`config.mk`:
```
export PLATFORM = sky130hd
export DESIGN_NAME = rapm_monitor
export DESIGN_NICKNAME = d
export VERILOG_FILES = /design/src/rtl/rapm_pkg.sv /design/src/rtl/rapm_age_slot.sv /design/src/rtl/rapm_tracker.sv /design/src/rtl/rapm_sat_counter.sv /design/src/rtl/rapm_counters.sv /design/src/rtl/rapm_status.sv /design/src/rtl/rapm_monitor.sv
export SDC_FILE = /design/constraint.sdc
export NUM_CORES = 1
export LEC_CHECK = 0
export BUFFER_PORTS_ARGS = -buffer_cell sky130_fd_sc_hd__buf_4
export CAP_MARGIN = 0
export CORE_MARGIN = 10
export CORE_UTILIZATION = 30
export DETAILED_ROUTE_END_ITERATION = 7
export PLACE_DENSITY = 0.6
export SLEW_MARGIN = 25
export SYNTH_ARGS = -nofsm -noshare
export SYNTH_HDL_FRONTEND = slang
export SYNTH_SLANG_ARGS = --single-unit
export TNS_END_PERCENT = 5
```
`constraint.sdc`:
```
create_clock -name clk -period 3.5 [get_ports clk]
set_input_delay 0.175 -clock clk [delete_from_list [all_inputs] [get_ports clk]]
set_output_delay 0.175 -clock clk [all_outputs]
set_load 0.005 [all_outputs]
```
`src/rtl/rapm_pkg.sv`:
```
// Shared types for the request-acknowledge pairing monitor.
// Assumes: one event record is produced per clock edge by the tracker.
package rapm_pkg;

    // Outcome of one clock edge as seen by the tracker.
    typedef struct packed {
        logic ack_hit;   // acknowledge retired the oldest waiting request
        logic timeout;   // oldest request ran out of window
        logic spurious;  // acknowledge with nothing waiting
        logic overflow;  // request dropped because all slots are busy
        logic push;      // request accepted into a slot
    } rapm_evt_t;

    // True when the edge produced any kind of failure.
    function automatic logic rapm_any_fail(rapm_evt_t e);
        return e.timeout | e.spurious | e.overflow;
    endfunction

endpackage

```
`src/rtl/rapm_age_slot.sv`:
```
// One tracking slot: holds a valid bit and the age of one waiting request.
// Each edge the slot either takes its upper neighbour (when the queue
// shifts), keeps its own entry, or loads a fresh request at age 0.
// A held entry ages by one per edge.
// Assumes: the tracker retires an entry before its age passes AGE_LIM.
module rapm_age_slot #(
    parameter int AGE_W   = 3,
    parameter int AGE_LIM = 4
) (
    input  logic             clk,
    input  logic             rst_n,
    input  logic             take_up,
    input  logic             up_vld,
    input  logic [AGE_W-1:0] up_age,
    input  logic             load_new,
    output logic             vld,
    output logic [AGE_W-1:0] age
);

    logic             src_vld;
    logic [AGE_W-1:0] src_age;
    logic             nxt_vld;
    logic [AGE_W-1:0] nxt_age;

    // Choose the entry this slot holds after the edge.
    always_comb begin
        src_vld = take_up ? up_vld : vld;
        src_age = take_up ? up_age : age;
        if (load_new) begin
            nxt_vld = 1'b1;
            nxt_age = '0;
        end else if (src_vld) begin
            nxt_vld = 1'b1;
            nxt_age = src_age + AGE_W'(1);
        end else begin
            nxt_vld = 1'b0;
            nxt_age = '0;
        end
    end

    // Slot storage with asynchronous clear.
    always_ff @(posedge clk or negedge rst_n) begin
        if (!rst_n) begin
            vld <= 1'b0;
            age <= '0;
        end else begin
            vld <= nxt_vld;
            age <= nxt_age;
        end
    end

    assert_age_in_window_R3: assert property (@(posedge clk) disable iff (!rst_n)
        vld |-> (age <= AGE_W'(AGE_LIM)));

    assert_new_entry_fresh_R6: assert property (@(posedge clk) disable iff (!rst_n)
        load_new |=> (vld && age == '0));

endmodule

```
`src/rtl/rapm_tracker.sv`:
```
// Tracks the waiting requests in a shift queue of age slots; slot 0 is the oldest.
// On each edge:
//   - an acknowledge retires slot 0;
//   - slot 0 times out when it reaches the last edge of its window unanswered;
//   - a request enters at the first free slot once the retirement is applied.
// Assumes: the request is a single-cycle pulse. An acknowledge on the request's
// own edge can never match that request, because the request is stored after
// the edge has been evaluated.
module rapm_tracker
    import rapm_pkg::*;
#(
    parameter int MAX_OUT = 4,
    parameter int WIN_MAX = 5,
    localparam int OCC_W  = $clog2(MAX_OUT + 1)
) (
    input  logic             clk,
    input  logic             rst_n,
    input  logic             req,
    input  logic             ack,
    output rapm_evt_t        evt,
    output logic [OCC_W-1:0] occ
);

    localparam int AGE_W   = (WIN_MAX > 1) ? $clog2(WIN_MAX) : 1;
    localparam int AGE_LIM = WIN_MAX - 1;

    logic [MAX_OUT-1:0] vld;
    logic [AGE_W-1:0]   age [MAX_OUT];
    logic               pop;
    logic [OCC_W-1:0]   occ_post;

    // Classify the edge: retire, time out, spurious, overflow or accept.
    always_comb begin
        evt          = '0;
        evt.ack_hit  = ack & vld[0];
        evt.timeout  = vld[0] & ~ack & (age[0] == AGE_W'(AGE_LIM));
        evt.spurious = ack & ~vld[0];
        pop          = evt.ack_hit | evt.timeout;
        occ_post     = occ - OCC_W'(pop);
        evt.overflow = req & (occ_post == OCC_W'(MAX_OUT));
        evt.push     = req & ~evt.overflow;
    end

    // One age slot per allowed waiting request.
    for (genvar i = 0; i < MAX_OUT; i++) begin : g_slot
        logic             up_vld;
        logic [AGE_W-1:0] up_age;
        logic             load_new;

        if (i == MAX_OUT - 1) begin : g_top
            assign up_vld = 1'b0;
            assign up_age = '0;
        end else begin : g_mid
            assign up_vld = vld[i+1];
            assign up_age = age[i+1];
        end

        assign load_new = evt.push && (occ_post == OCC_W'(i));

        rapm_age_slot #(
            .AGE_W   (AGE_W),
            .AGE_LIM (AGE_LIM)
        ) u_slot (
            .clk      (clk),
            .rst_n    (rst_n),
            .take_up  (pop),
            .up_vld   (up_vld),
            .up_age   (up_age),
            .load_new (load_new),
            .vld      (vld[i]),
            .age      (age[i])
        );
    end

    // Occupancy register, kept alongside the slot valid bits.
    always_ff @(posedge clk or negedge rst_n) begin
        if (!rst_n) begin
            occ <= '0;
        end else begin
            occ <= occ_post + OCC_W'(evt.push);
        end
    end

    assert_occ_matches_slots_R6: assert property (@(posedge clk) disable iff (!rst_n)
        occ == OCC_W'($countones(vld)));

    assert_slots_packed_R6: assert property (@(posedge clk) disable iff (!rst_n)
        $onehot0(vld + MAX_OUT'(1)));

    assert_occ_bounded_R7: assert property (@(posedge clk) disable iff (!rst_n)
        occ <= OCC_W'(MAX_OUT));

    assert_single_failure_kind_R5: assert property (@(posedge clk) disable iff (!rst_n)
        $onehot0({evt.timeout, evt.spurious, evt.overflow}));

endmodule

```
`src/rtl/rapm_sat_counter.sv`:
```
// Saturating up-counter: adds one per pulse of inc and stops at all ones.
// Assumes: inc is already qualified by the check enable.
module rapm_sat_counter #(
    parameter int W = 16
) (
    input  logic         clk,
    input  logic         rst_n,
    input  logic         inc,
    output logic [W-1:0] cnt
);

    // Count up, holding at the top value.
    always_ff @(posedge clk or negedge rst_n) begin
        if (!rst_n) begin
            cnt <= '0;
        end else if (inc && cnt != '1) begin
            cnt <= cnt + W'(1);
        end
    end

    assert_count_holds_at_top_R11: assert property (@(posedge clk) disable iff (!rst_n)
        (cnt == '1) |=> (cnt == '1));

    assert_count_idle_without_inc_R8: assert property (@(posedge clk) disable iff (!rst_n)
        !inc |=> $stable(cnt));

endmodule

```
`src/rtl/rapm_counters.sv`:
```
// Bank of three saturating counters: requests, acknowledges and failures.
// Index 0 counts requests, 1 acknowledges, 2 failures.
// Assumes: en low must freeze every counter in the bank.
module rapm_counters #(
    parameter int CNT_W = 16,
    localparam int N_CNT = 3
) (
    input  logic             clk,
    input  logic             rst_n,
    input  logic             en,
    input  logic [N_CNT-1:0] inc,
    output logic [CNT_W-1:0] cnt [N_CNT]
);

    for (genvar k = 0; k < N_CNT; k++) begin : g_cnt
        logic inc_q;

        assign inc_q = en & inc[k];

        rapm_sat_counter #(
            .W (CNT_W)
        ) u_cnt (
            .clk   (clk),
            .rst_n (rst_n),
            .inc   (inc_q),
            .cnt   (cnt[k])
        );

        assert_frozen_when_off_R8: assert property (@(posedge clk) disable iff (!rst_n)
            !en |=> $stable(cnt[k]));
    end

endmodule

```
`src/rtl/rapm_status.sv`:
```
// Registers the failure pulses, keeps the sticky failure flag, and gates
// the debug view of the pending-request count.
// Assumes: evt describes the edge currently being sampled.
module rapm_status
    import rapm_pkg::*;
#(
    parameter int OCC_W = 3
) (
    input  logic             clk,
    input  logic             rst_n,
    input  logic             en,
    input  logic             dbg_en,
    input  rapm_evt_t        evt,
    input  logic [OCC_W-1:0] occ,
    output logic             err_timeout,
    output logic             err_spurious,
    output logic             err_overflow,
    output logic             err_sticky,
    output logic [OCC_W-1:0] dbg_pending
);

    // One-cycle failure pulses and the flag that remembers them.
    always_ff @(posedge clk or negedge rst_n) begin
        if (!rst_n) begin
            err_timeout  <= 1'b0;
            err_spurious <= 1'b0;
            err_overflow <= 1'b0;
            err_sticky   <= 1'b0;
        end else begin
            err_timeout  <= en & evt.timeout;
            err_spurious <= en & evt.spurious;
            err_overflow <= en & evt.overflow;
            err_sticky   <= err_sticky | (en & rapm_any_fail(evt));
        end
    end

    // Debug view of the occupancy, zero when debug is off.
    always_comb begin
        dbg_pending = dbg_en ? occ : '0;
    end

    assert_sticky_holds_R9: assert property (@(posedge clk) disable iff (!rst_n)
        err_sticky |=> err_sticky);

    assert_pulse_implies_sticky_R9: assert property (@(posedge clk) disable iff (!rst_n)
        (err_timeout || err_spurious || err_overflow) |-> err_sticky);

    assert_quiet_when_off_R8: assert property (@(posedge clk) disable iff (!rst_n)
        !en |=> !(err_timeout || err_spurious || err_overflow));

endmodule

```
`src/rtl/rapm_monitor.sv`:
```
// Request-acknowledge pairing monitor, top level.
// It joins three parts: the age-slot tracker, the status and pulse stage,
// and the counter bank.
// All outputs except dbg_pending are registered. dbg_pending follows dbg_en
// within the same cycle.
// Assumes: req is a single-cycle pulse. An acknowledge counts for a request
// only on edges 1 to WIN_MAX after the request's edge.
module rapm_monitor
    import rapm_pkg::*;
#(
    parameter int MAX_OUT = 4,
    parameter int WIN_MAX = 5,
    parameter int CNT_W   = 16,
    localparam int OCC_W  = $clog2(MAX_OUT + 1)
) (
    input  logic             clk,
    input  logic             rst_n,
    input  logic             req,
    input  logic             ack,
    input  logic             chk_en,
    input  logic             dbg_en,
    output logic             err_timeout,
    output logic             err_spurious,
    output logic             err_overflow,
    output logic             err_sticky,
    output logic [CNT_W-1:0] req_count,
    output logic [CNT_W-1:0] ack_count,
    output logic [CNT_W-1:0] fail_count,
    output logic [OCC_W-1:0] dbg_pending
);

    rapm_evt_t        evt;
    logic [OCC_W-1:0] occ;
    logic [2:0]       cnt_inc;
    logic [CNT_W-1:0] cnt_val [3];

    rapm_tracker #(
        .MAX_OUT (MAX_OUT),
        .WIN_MAX (WIN_MAX)
    ) u_tracker (
        .clk   (clk),
        .rst_n (rst_n),
        .req   (req),
        .ack   (ack),
        .evt   (evt),
        .occ   (occ)
    );

    rapm_status #(
        .OCC_W (OCC_W)
    ) u_status (
        .clk          (clk),
        .rst_n        (rst_n),
        .en           (chk_en),
        .dbg_en       (dbg_en),
        .evt          (evt),
        .occ          (occ),
        .err_timeout  (err_timeout),
        .err_spurious (err_spurious),
        .err_overflow (err_overflow),
        .err_sticky   (err_sticky),
        .dbg_pending  (dbg_pending)
    );

    // Counter increments: requests, acknowledges, failures.
    always_comb begin
        cnt_inc = {rapm_any_fail(evt), ack, req};
    end

    rapm_counters #(
        .CNT_W (CNT_W)
    ) u_counters (
        .clk   (clk),
        .rst_n (rst_n),
        .en    (chk_en),
        .inc   (cnt_inc),
        .cnt   (cnt_val)
    );

    assign req_count  = cnt_val[0];
    assign ack_count  = cnt_val[1];
    assign fail_count = cnt_val[2];

    assert_fail_count_steps_R3: assert property (@(posedge clk) disable iff (!rst_n)
        (err_timeout || err_spurious || err_overflow) |->
            ((fail_count == $past(fail_count) + CNT_W'(1)) || ($past(fail_count) == '1)));

endmodule

```
# Yosys cells after proc, flatten, opt, wreduce, memory -nomap -nowiden
# Index checks and enable logic that the tools add are counted.
[totals] regBits=71 in_bits=6 elab_cells=85 out_inout_bits=55
[classes] addsub=9 muxes=25 reduce_logical=8 bitwise=19 eq_ne=8
[ops] cell="16-bit by 1-bit adder with 16-bit output (second input constant)" count=3
[ops] cell="16-bit inequality test (second input constant)" count=3
[ops] cell="3-bit 2-to-1 mux" count=13
[ops] cell="3-bit by 1-bit adder with 3-bit output (second input constant)" count=4
[ops] cell="1-bit bitwise AND" count=12
[ops] cell="1-bit 2-to-1 mux" count=12
[ops] cell="1-bit logical AND" count=7
[ops] cell="3-bit by 2-bit equality test with 1-bit output (second input constant)" count=2
[ops] cell="3-bit equality test (second input constant)" count=2
[ops] cell="1-bit bitwise OR" count=4
[ops] cell="3-bit by 1-bit adder with 3-bit output" count=1
[ops] cell="3-bit by 1-bit equality test with 1-bit output (second input constant)" count=1
[ops] cell="3-bit zero test" count=1
[ops] cell="1-bit NOT" count=3
[ops] cell="3-bit by 1-bit subtractor with 3-bit output" count=1

# Depth between registers and ports, before layout
# Gate-level depths: netlist of the first run.
[depth] depth_word=11 mapped_depth=12 mapped_depth_nobuf=10

# Hierarchy
# Synthesis of the first run repeated with hierarchy kept, for this count alone.
[hier_totals] cells_unflattened=319 hier_area_um2=3834.9
[modules_own_cells] mod="rapm_sat_counter" area_per_inst_um2=859.6 seq_area_each_um2=400.4 cells_per_inst=72 n_inst=3
[modules_own_cells] mod="rapm_age_slot" area_per_inst_um2=201.4 seq_area_each_um2=100.1 cells_per_inst=14 n_inst=4
[modules_own_cells] mod="rapm_tracker" area_per_inst_um2=266.5 seq_area_each_um2=75.1 cells_per_inst=30 n_inst=1
[modules_own_cells] mod="rapm_status" area_per_inst_um2=158.9 seq_area_each_um2=100.1 cells_per_inst=13 n_inst=1
[modules_own_cells] mod="rapm_counters" area_per_inst_um2=18.8 seq_area_each_um2=0.0 cells_per_inst=3 n_inst=1
[modules_own_cells] mod="rapm_monitor" area_per_inst_um2=6.3 seq_area_each_um2=0.0 cells_per_inst=1 n_inst=1

# Worst setup path after synthesis of the first run
# No wires, ideal clock.
[synth_path] kind="reg2reg" from="reg u_tracker.g_slot[0].u_slot.age[2]" to="reg u_counters.g_cnt[2].u_cnt.cnt[13]" required_time_ns=3.375 period_less_slack_ns=2.805 setup_time_ns=0.125 stages_incl_launch_ff=13 setup_slack_ns=0.695 path_buffers=2 arrival_ns=2.680 path_cell_list="dfrtp_1 nor3b_1 o21ai_2 buf_2 inv_1 ha_1 ha_1 nand2_1 or3_4 a2bb2oi_2 buf_6 nand4_1 xnor2_1"
[synth_between] elab_chain_cells=9 elab_cells_between_ends=10 cone_classes="add/sub: 1; eq/ne: 2; bitwise: 6; reduce/logical: 1"
[synth_rtl] element="start: declaration" line="rapm_age_slot.sv:17" text="output logic [AGE_W-1:0] age"
[synth_rtl] element="start signal: assignment" line="rapm_age_slot.sv:48" text="age <= nxt_age;"
[synth_rtl] element="3-bit equality test *" line="rapm_tracker.sv:36" text="evt.timeout = vld[0] & ~ack & (age[0] == AGE_W'(AGE_LIM));"
[synth_rtl] element="1-bit bitwise AND *" line="rapm_tracker.sv:36"
[synth_rtl] element="1-bit bitwise OR" line="rapm_tracker.sv:38" text="pop = evt.ack_hit | evt.timeout;"
[synth_rtl] element="3-bit by 1-bit subtractor with 3-bit output" line="rapm_tracker.sv:39" text="occ_post = occ - OCC_W'(pop);"
[synth_rtl] element="3-bit equality test" line="rapm_tracker.sv:40" text="evt.overflow = req & (occ_post == OCC_W'(MAX_OUT));"
[synth_rtl] element="1-bit bitwise AND" line="rapm_tracker.sv:40"
[synth_rtl] element="1-bit bitwise OR *" line="rapm_pkg.sv:16" text="return e.timeout | e.spurious | e.overflow;"
[synth_rtl] element="1-bit bitwise AND *" line="rapm_counters.sv:18" text="assign inc_q = en & inc[k];"
[synth_rtl] element="1-bit logical AND *" line="rapm_sat_counter.sv:16" text="end else if (inc && cnt != '1) begin"
[synth_rtl] element="end signal: assignment" line="rapm_sat_counter.sv:17" text="cnt <= cnt + W'(1);"
[synth_rtl] element="end: declaration" line="rapm_sat_counter.sv:9" text="output logic [W-1:0] cnt"
# Every way passes the cells marked *; elsewhere a longest branch is shown, timed or not.
# A chain may end at the register's enable or synchronous reset.

# Worst setup path in the final report of the first run
[layout_path] from="reg u_tracker.g_slot[0].u_slot.age[1]" to="reg u_counters.g_cnt[2].u_cnt.cnt[1]"
# The elaborated chain is that of the path after synthesis.

==> results.py, run 1 <==
metrics = {
    "status": {
        "outcome": "complete, no violations",
    },
    "synth": {
        "ys_warn_count": 0,
        "synth-seq-cells": 71,
        "synthTopCellsByArea": "dfrtp_1 (52%), xnor2_1 (7.7%), ha_1 (4.0%), nand2_1 (3.2%), nand4_1 (2.8%)",
        "netlist_area_sq_um": 3410,
        "synthArstFlopShare_pct": 100,
        "syn_inst": 316,
        "synthDistinctLibCells": 43,
        "synth_edf_count": 0,
        "yosysTopAreaCell": "dfrtp_1",
        "synth_top_cell_area_share_pct": 52.1,
        "syn_nets": 333,
        "ys_seq_area_share_pct": 52.1,
        "synth-main-ff-cell": "dfrtp_1",
        "avgSynthCellArea_sq_um": 10.8,
    },
    "clock_network": {
        "cts_buffers": 9,
        "cts_buffer_depth": 2,
        "htree_levels": 3,
        "root_buffer": "clkbuf_16",
        "tritoncts": "built",
        "ctsResizeCount": 0,
        "cts.sinks": 71,
        "path_clk_slew_ns": 0.06,
        "clkLatencyLatePin_ns": 0.32,
    },
    "timing": {
        "rsz0062_at_grt": "false",
        "final_hold_viol_count": 0,
        "worst_pin_slew_ns": 0.630,
        "slew_viol_final": 0,
        "setup_ws_ns": 0.660,
        "skew_ns": 0.00575,
        "fin_crit_sh_pct": 81.1,
        "fin_tns_setup_ns": 0,
        "period_minus_slack_ns": 2.84,
        "slew_headroom_pct": 57.5,
        "max_freq_mhz": 352,
        "setup_viol": 0,
    },
    "route": {
        "routed_wl_mm": 7.58,
        "wl_per_cell_um": 14.3,
        "drtAntennaViolNets": 0,
        "viasPerCell": 4.74,
        "drc_errors": 0,
        "first_pass_iters": 4,
        "route.vias.total": 2515,
        "drt_iter0_drc": 148,
    },
    "place": {
        "dpl_worst_slack_ns": 0.676,
        "port_buffers": 60,
        "routabilityCongestion": 0.801,
        "hpwlAfterDp_mm": 5.64,
    },
    "power": {
        "vdd_drop_max_uv": 281,
        "p_per_area_nw_per_um2": 698,
        "p_leak_nw": 2.07,
    },
    "worst_setup_path": {
        "cp.arrival_ns": 3.05,
        "cp_slowest_cell": "a2bb2oi_2",
        "max_stage_delay_ns": 0.44,
        "cp-start-kind": "register",
        "crit_fanout": 11,
        "worstPathCellList": "nor3b_1 -> o21ai_2 -> inv_1 -> ha_1 -> ha_1 -> nand2_1 -> or3_4 -> a2bb2oi_2 -> mux2_2",
        "critical_path_class": "reg2reg",
        "crit_family": "simple AND/OR/NAND/NOR gates",
        "endpoint_kind": "register",
        "crit_buf_inv": 1,
        "critical_path_required_ns": 3.71,
        "crit_top_cell": "ha_1",
    },
    "cells_and_area": {
        "area_delta_synth_final_pct": 28.9,
        "fin_nets": 403,
        "drive_gt1_share_pct": 22.8,
        "seqCellArea_sq_um": 1780,
        "final_core_util_pct": 40.0,
        "multi_input_area_sq_um": 1570,
        "antenna_cells": 0,
        "fill_cells": 1070,
    },
    "min_path": {
        "min_path_type": "in2reg",
    },
    "floorplan": {
        "coreArea_sq_um": 11000,
        "die_w_um": 127,
        "die_h_um": 127,
        "row_count": 38,
        "pin_count": 61,
        "die_area_sq_um": 16000,
        "start_util_pct": 31.0,
    },
    "global_routing": {
        "grt.total_usage_pct": 9.69,
        "grt_pass1_wl_mm": 13.1,
        "overflow": 0,
        "grt_antenna_before_repair": 0,
        "grt_pass1_vias": 2629,
        "grt_start_max_net_pins": 72,
    },
    "run": {
        "maxCapViolCount": 0,
    },
}
-- through the flow --
stage          hold WS (ns)  cells  cell area (sq um)  power, mW
6_report              0.165    531               4400       3.07
5_1_grt               0.169    531               4400       3.30
4_1_cts              0.0275    529               4370       3.12
3_5_place_dp          0.373    513               4020       2.04
3_3_place_gp          0.369    513               4020       2.02
2_1_floorplan        -0.121    316               3410       1.69
-- metal layers --
layer  GRT usage [%]  wire, um  vias up
li1                -         -     1268
met2            14.8      3470       56
met4            2.21        67        0
met3            3.75       452        5
met1            12.7      3590     1186
met5               0         0        -
-- worst paths after layout --
kind	cells past startpoint	from	endpoint	slack [ns]
setup / recovery	9	u_tracker.g_slot[0].u_slot.age[1]	u_counters.g_cnt[2].u_cnt.cnt[1]	0.66
max in group asynchronous	3	rst_n	u_counters.g_cnt[0].u_cnt.cnt[11]	2.60
setup reg to reg	9	u_tracker.g_slot[0].u_slot.age[1]	u_counters.g_cnt[2].u_cnt.cnt[1]	0.66
min in group asynchronous	2	rst_n	u_counters.g_cnt[2].u_cnt.cnt[14]	0.34
hold reg to reg	1	u_tracker.g_slot[3].u_slot.age[0]	u_tracker.g_slot[3].u_slot.age[0]	0.45
hold / removal	2	chk_en	u_status.err_timeout	0.17
-- cells in the mapped netlist (9+ instances only) --
cell type / count
dfrtp_1: 71
xnor2_1: 30
nand2_1: 29
nand3_1: 18
nand4_1: 15
nor2_1: 14
and2_1: 12
and3_1: 12
nor3_1: 12
ha_1: 11
inv_1: 11
xor2_1: 10
a21oi_1: 9
-- cell usage in the layout, fill, tap and decap left out, drive strengths merged, types with 10 or more instances in the layout --
cell type	instances
buf	62
a21oi	10
and3	12
nor2	14
nand2	29
nand4	15
clkbuf	11
dfrtp	71
xor2	10
nand3	18
nor3	12
and2	12
ha	11
xnor2	30
inv	12
-- logic make-up (layout without fill, tap and decap cells) --
logic type | Yosys count | count (layout) | share of synthesized area [%]
muxes | 12 | 12 | 3.78
and+or+nand+nor | 134 | 134 | 21.1
buffers and inverters | 15 | 90 | 1.91
AOI/OAI and AO/OA | 33 | 33 | 6.75
xor gates and xnor gates | 40 | 40 | 10.3
DFF | 71 | 71 | 52.1
adders and majority gates | 11 | 11 | 4.04
-- flip-flops by register name (all words and copies together) (netlist names) --
name	count
u_tracker.occ	3
u_status.err_sticky	1
u_counters.g_cnt.u_cnt.cnt	48
u_status.err_overflow	1
u_tracker.g_slot.u_slot.vld	4
u_status.err_timeout	1
u_status.err_spurious	1
u_tracker.g_slot.u_slot.age	12
-- where the power goes --
part           total, mW  switching, mW  internal (mW)
logic              0.810          0.397          0.413
clock network       1.05          0.336          0.717
registers           1.21          0.197           1.01
-- final cells by class --
cell class              instances  share of cell area (%)
flip-flops and latches         71                    40.4
multi-input cells             230                    35.7
well taps                     140                    3.99
clock buffers                  11                    5.52
clock inverters                 5                    2.36
repair buffers                 63                    11.1
inverters                      11                   0.939
-- repair_timing --
action / 4_1_cts / 5_1_grt
endpoints found under the hold margin: 0 / 33
hold buffers: 0 / 1
setup buffers: 0 / 0
Power figures use the tool's default switching activity.
==> run 2, diff against run 1 <==
Clock period 3.5 ns to 2.7 ns, I/O delays scaled along.
==> run 2 against run 1 <==
Effect of this change: sequential share of layout area barely moved; maximum frequency increased by 13%; core utilization is essentially flat; non-clock buffer count grew 5; critical endpoint unchanged.
==> results.py, run 2 (synthesized netlist as in run 1, its figures left out) <==
metrics = {
    "status": {
        "outcome": "complete, no violations",
    },
    "worst_setup_path": {
        "max_stage_delay_ns": 0.42,
        "cp.arrival_ns": 2.72,
        "crit_buf_inv": 2,
        "crit_family": "simple AND/OR/NAND/NOR gates",
        "timing.rr.start": "u_tracker.g_slot[0].u_slot.age[2]",
        "endpoint_kind": "register",
        "cp-start-kind": "register",
        "reg2reg_depth": 10,
        "timing.rr.end": "u_counters.g_cnt[2].u_cnt.cnt[1]",
        "r2r_setup_slack_ns": 0.20,
        "crit_fanout": 11,
        "critical_path_required_ns": 2.92,
        "critical_path_class": "reg2reg",
        "cp_slowest_cell": "or3_4",
        "worstPathCellList": "nor3b_2 -> o21ai_2 -> inv_1 -> ha_2 -> ha_4 -> nand2_1 -> or3_4 -> a2bb2oi_2 -> buf_4 -> mux2_2",
    },
    "clock_network": {
        "path_clk_slew_ns": 0.07,
        "cts_buffers": 9,
        "root_buffer": "clkbuf_16",
        "cts.sinks": 71,
        "cts_setup_buffers": 0,
        "cts_buffer_depth": 2,
        "tritoncts": "built",
        "htree_levels": 3,
        "clkLatencyLatePin_ns": 0.33,
    },
    "min_path": {
        "min_to": "u_status.err_timeout",
        "holdPathStages": 2,
        "min_path_type": "in2reg",
        "min_from": "chk_en",
    },
    "cells_and_area": {
        "seqCellArea_sq_um": 1780,
        "fin_nets": 408,
        "final_cell_mix": "dfrtp_1 (71), buf_4 (66), xnor2_1 (30), nand2_1 (29), nand3_1 (18)",
        "reg_top3": "u_counters.g_cnt.u_cnt.cnt x48, u_tracker.g_slot.u_slot.age x12, u_tracker.g_slot.u_slot.vld x4",
        "max_flop_register": "u_counters.g_cnt.u_cnt.cnt",
        "area_delta_synth_final_pct": 29.1,
        "largest_reg_flops": 48,
        "final_core_util_pct": 40.1,
        "drive_gt1_share_pct": 24.7,
        "antenna_cells": 0,
        "multi_input_area_sq_um": 1590,
        "final_common_cell": "dfrtp_1",
        "fill_cells": 1060,
    },
    "timing": {
        "slew_headroom_pct": 62.6,
        "rsz0062_at_grt": "false",
        "skew_ns": 0.0115,
        "setup_ws_ns": 0.197,
        "max_freq_mhz": 400,
        "worst_pin_slew_ns": 0.557,
        "fin_crit_sh_pct": 92.7,
        "setup_viol": 0,
        "slew_viol_final": 0,
        "period_minus_slack_ns": 2.50,
        "final_hold_viol_count": 0,
        "fin_tns_setup_ns": 0,
    },
    "floorplan": {
        "coreArea_sq_um": 11000,
        "die_h_um": 127,
        "start_util_pct": 31.0,
        "pin_count": 61,
        "die_w_um": 127,
        "row_count": 38,
        "die_area_sq_um": 16000,
    },
    "global_routing": {
        "grt_antenna_before_repair": 0,
        "grt_pass1_wl_mm": 13.2,
        "grt_pass1_vias": 2633,
        "grt.total_usage_pct": 9.77,
        "grt_start_max_net_pins": 72,
        "overflow": 0,
    },
    "power": {
        "p_leak_nw": 2.06,
        "p_per_area_nw_per_um2": 868,
        "vdd_drop_max_uv": 375,
    },
    "place": {
        "dpl_worst_slack_ns": 0.175,
        "hpwlAfterDp_mm": 5.66,
        "routabilityCongestion": 0.761,
        "port_buffers": 60,
    },
    "run": {
        "maxCapViolCount": 0,
    },
    "route": {
        "wl_per_cell_um": 14.1,
        "first_pass_iters": 4,
        "drt_iter0_drc": 103,
        "viasPerCell": 4.78,
        "drc_errors": 0,
        "route.vias.total": 2562,
        "routed_wl_mm": 7.55,
        "drtAntennaViolNets": 0,
    },
}
[run 2: cell count changes in the layout (fill, tap and decap cells not counted), moves of 2 or more]
cell / change
ha_1: -2
inv_6: +2
clkinvlp_4: +2
bufinv_16: -3
buf_4: +5
[run 2: through the flow]
stage / instance area, sq um / instances / hold slack (ns) / power [mW]
2_1_floorplan: 3430 / 316 / -0.161 / 2.22
3_3_place_gp: 4070 / 518 / 0.325 / 2.69
3_5_place_dp: 4070 / 518 / 0.333 / 2.72
4_1_cts: 4370 / 535 / 0.113 / 3.89
5_1_grt: 4400 / 536 / 0.121 / 4.13
6_report: 4400 / 536 / 0.116 / 3.82
[run 2: worst max path at each step]
stage | cells past startpoint | end | startpoint | slack [ns]
2_1_floorplan | 12 | u_counters.g_cnt[2].u_cnt.cnt[13] | u_tracker.g_slot[0].u_slot.age[2] | 0.02
3_3_place_gp | 10 | u_counters.g_cnt[2].u_cnt.cnt[1] | u_tracker.g_slot[0].u_slot.age[1] | 0.23
3_5_place_dp | 10 | u_counters.g_cnt[2].u_cnt.cnt[1] | u_tracker.g_slot[0].u_slot.age[1] | 0.17
4_1_cts | 10 | u_counters.g_cnt[2].u_cnt.cnt[1] | u_tracker.g_slot[0].u_slot.age[1] | 0.16
5_1_grt | 10 | u_counters.g_cnt[2].u_cnt.cnt[1] | u_tracker.g_slot[0].u_slot.age[2] | 0.02
6_report | 10 | u_counters.g_cnt[2].u_cnt.cnt[1] | u_tracker.g_slot[0].u_slot.age[2] | 0.20
[run 2: routing by layer]
layer	up-vias	part of all wire [%]	track usage, %
met5	-	0	0
met4	0	1.3	3.01
met3	9	6.1	3.25
met2	55	46	15.1
met1	1223	47	12.6
li1	1275	-	-
[run 2: report_power, final]
| part | total (mW) | leakage [nW] | switching, mW | internal [mW] |
|---|---|---|---|---|
| clock | 1.14 | 0.135 | 0.500 | 0.640 |
| sequential | 1.55 | 0.928 | 0.247 | 1.31 |
| combinational | 1.13 | 0.998 | 0.535 | 0.593 |
[run 2: area by class of cell]
class                   count  area share [%]
multi-input cells         230            36.1
flip-flops and latches     71            40.4
inverters                  11           0.938
clock inverters             7            1.39
well taps                 140            3.98
repair buffers             68            12.1
clock buffers               9            5.12
[run 2: timing repair]
item | in CTS | in global routing
resized for setup | 0 | 1
hold buffers | 1 | 0
endpoints found under the setup margin | 0 | 2
endpoints found under the hold margin | 71 | 0
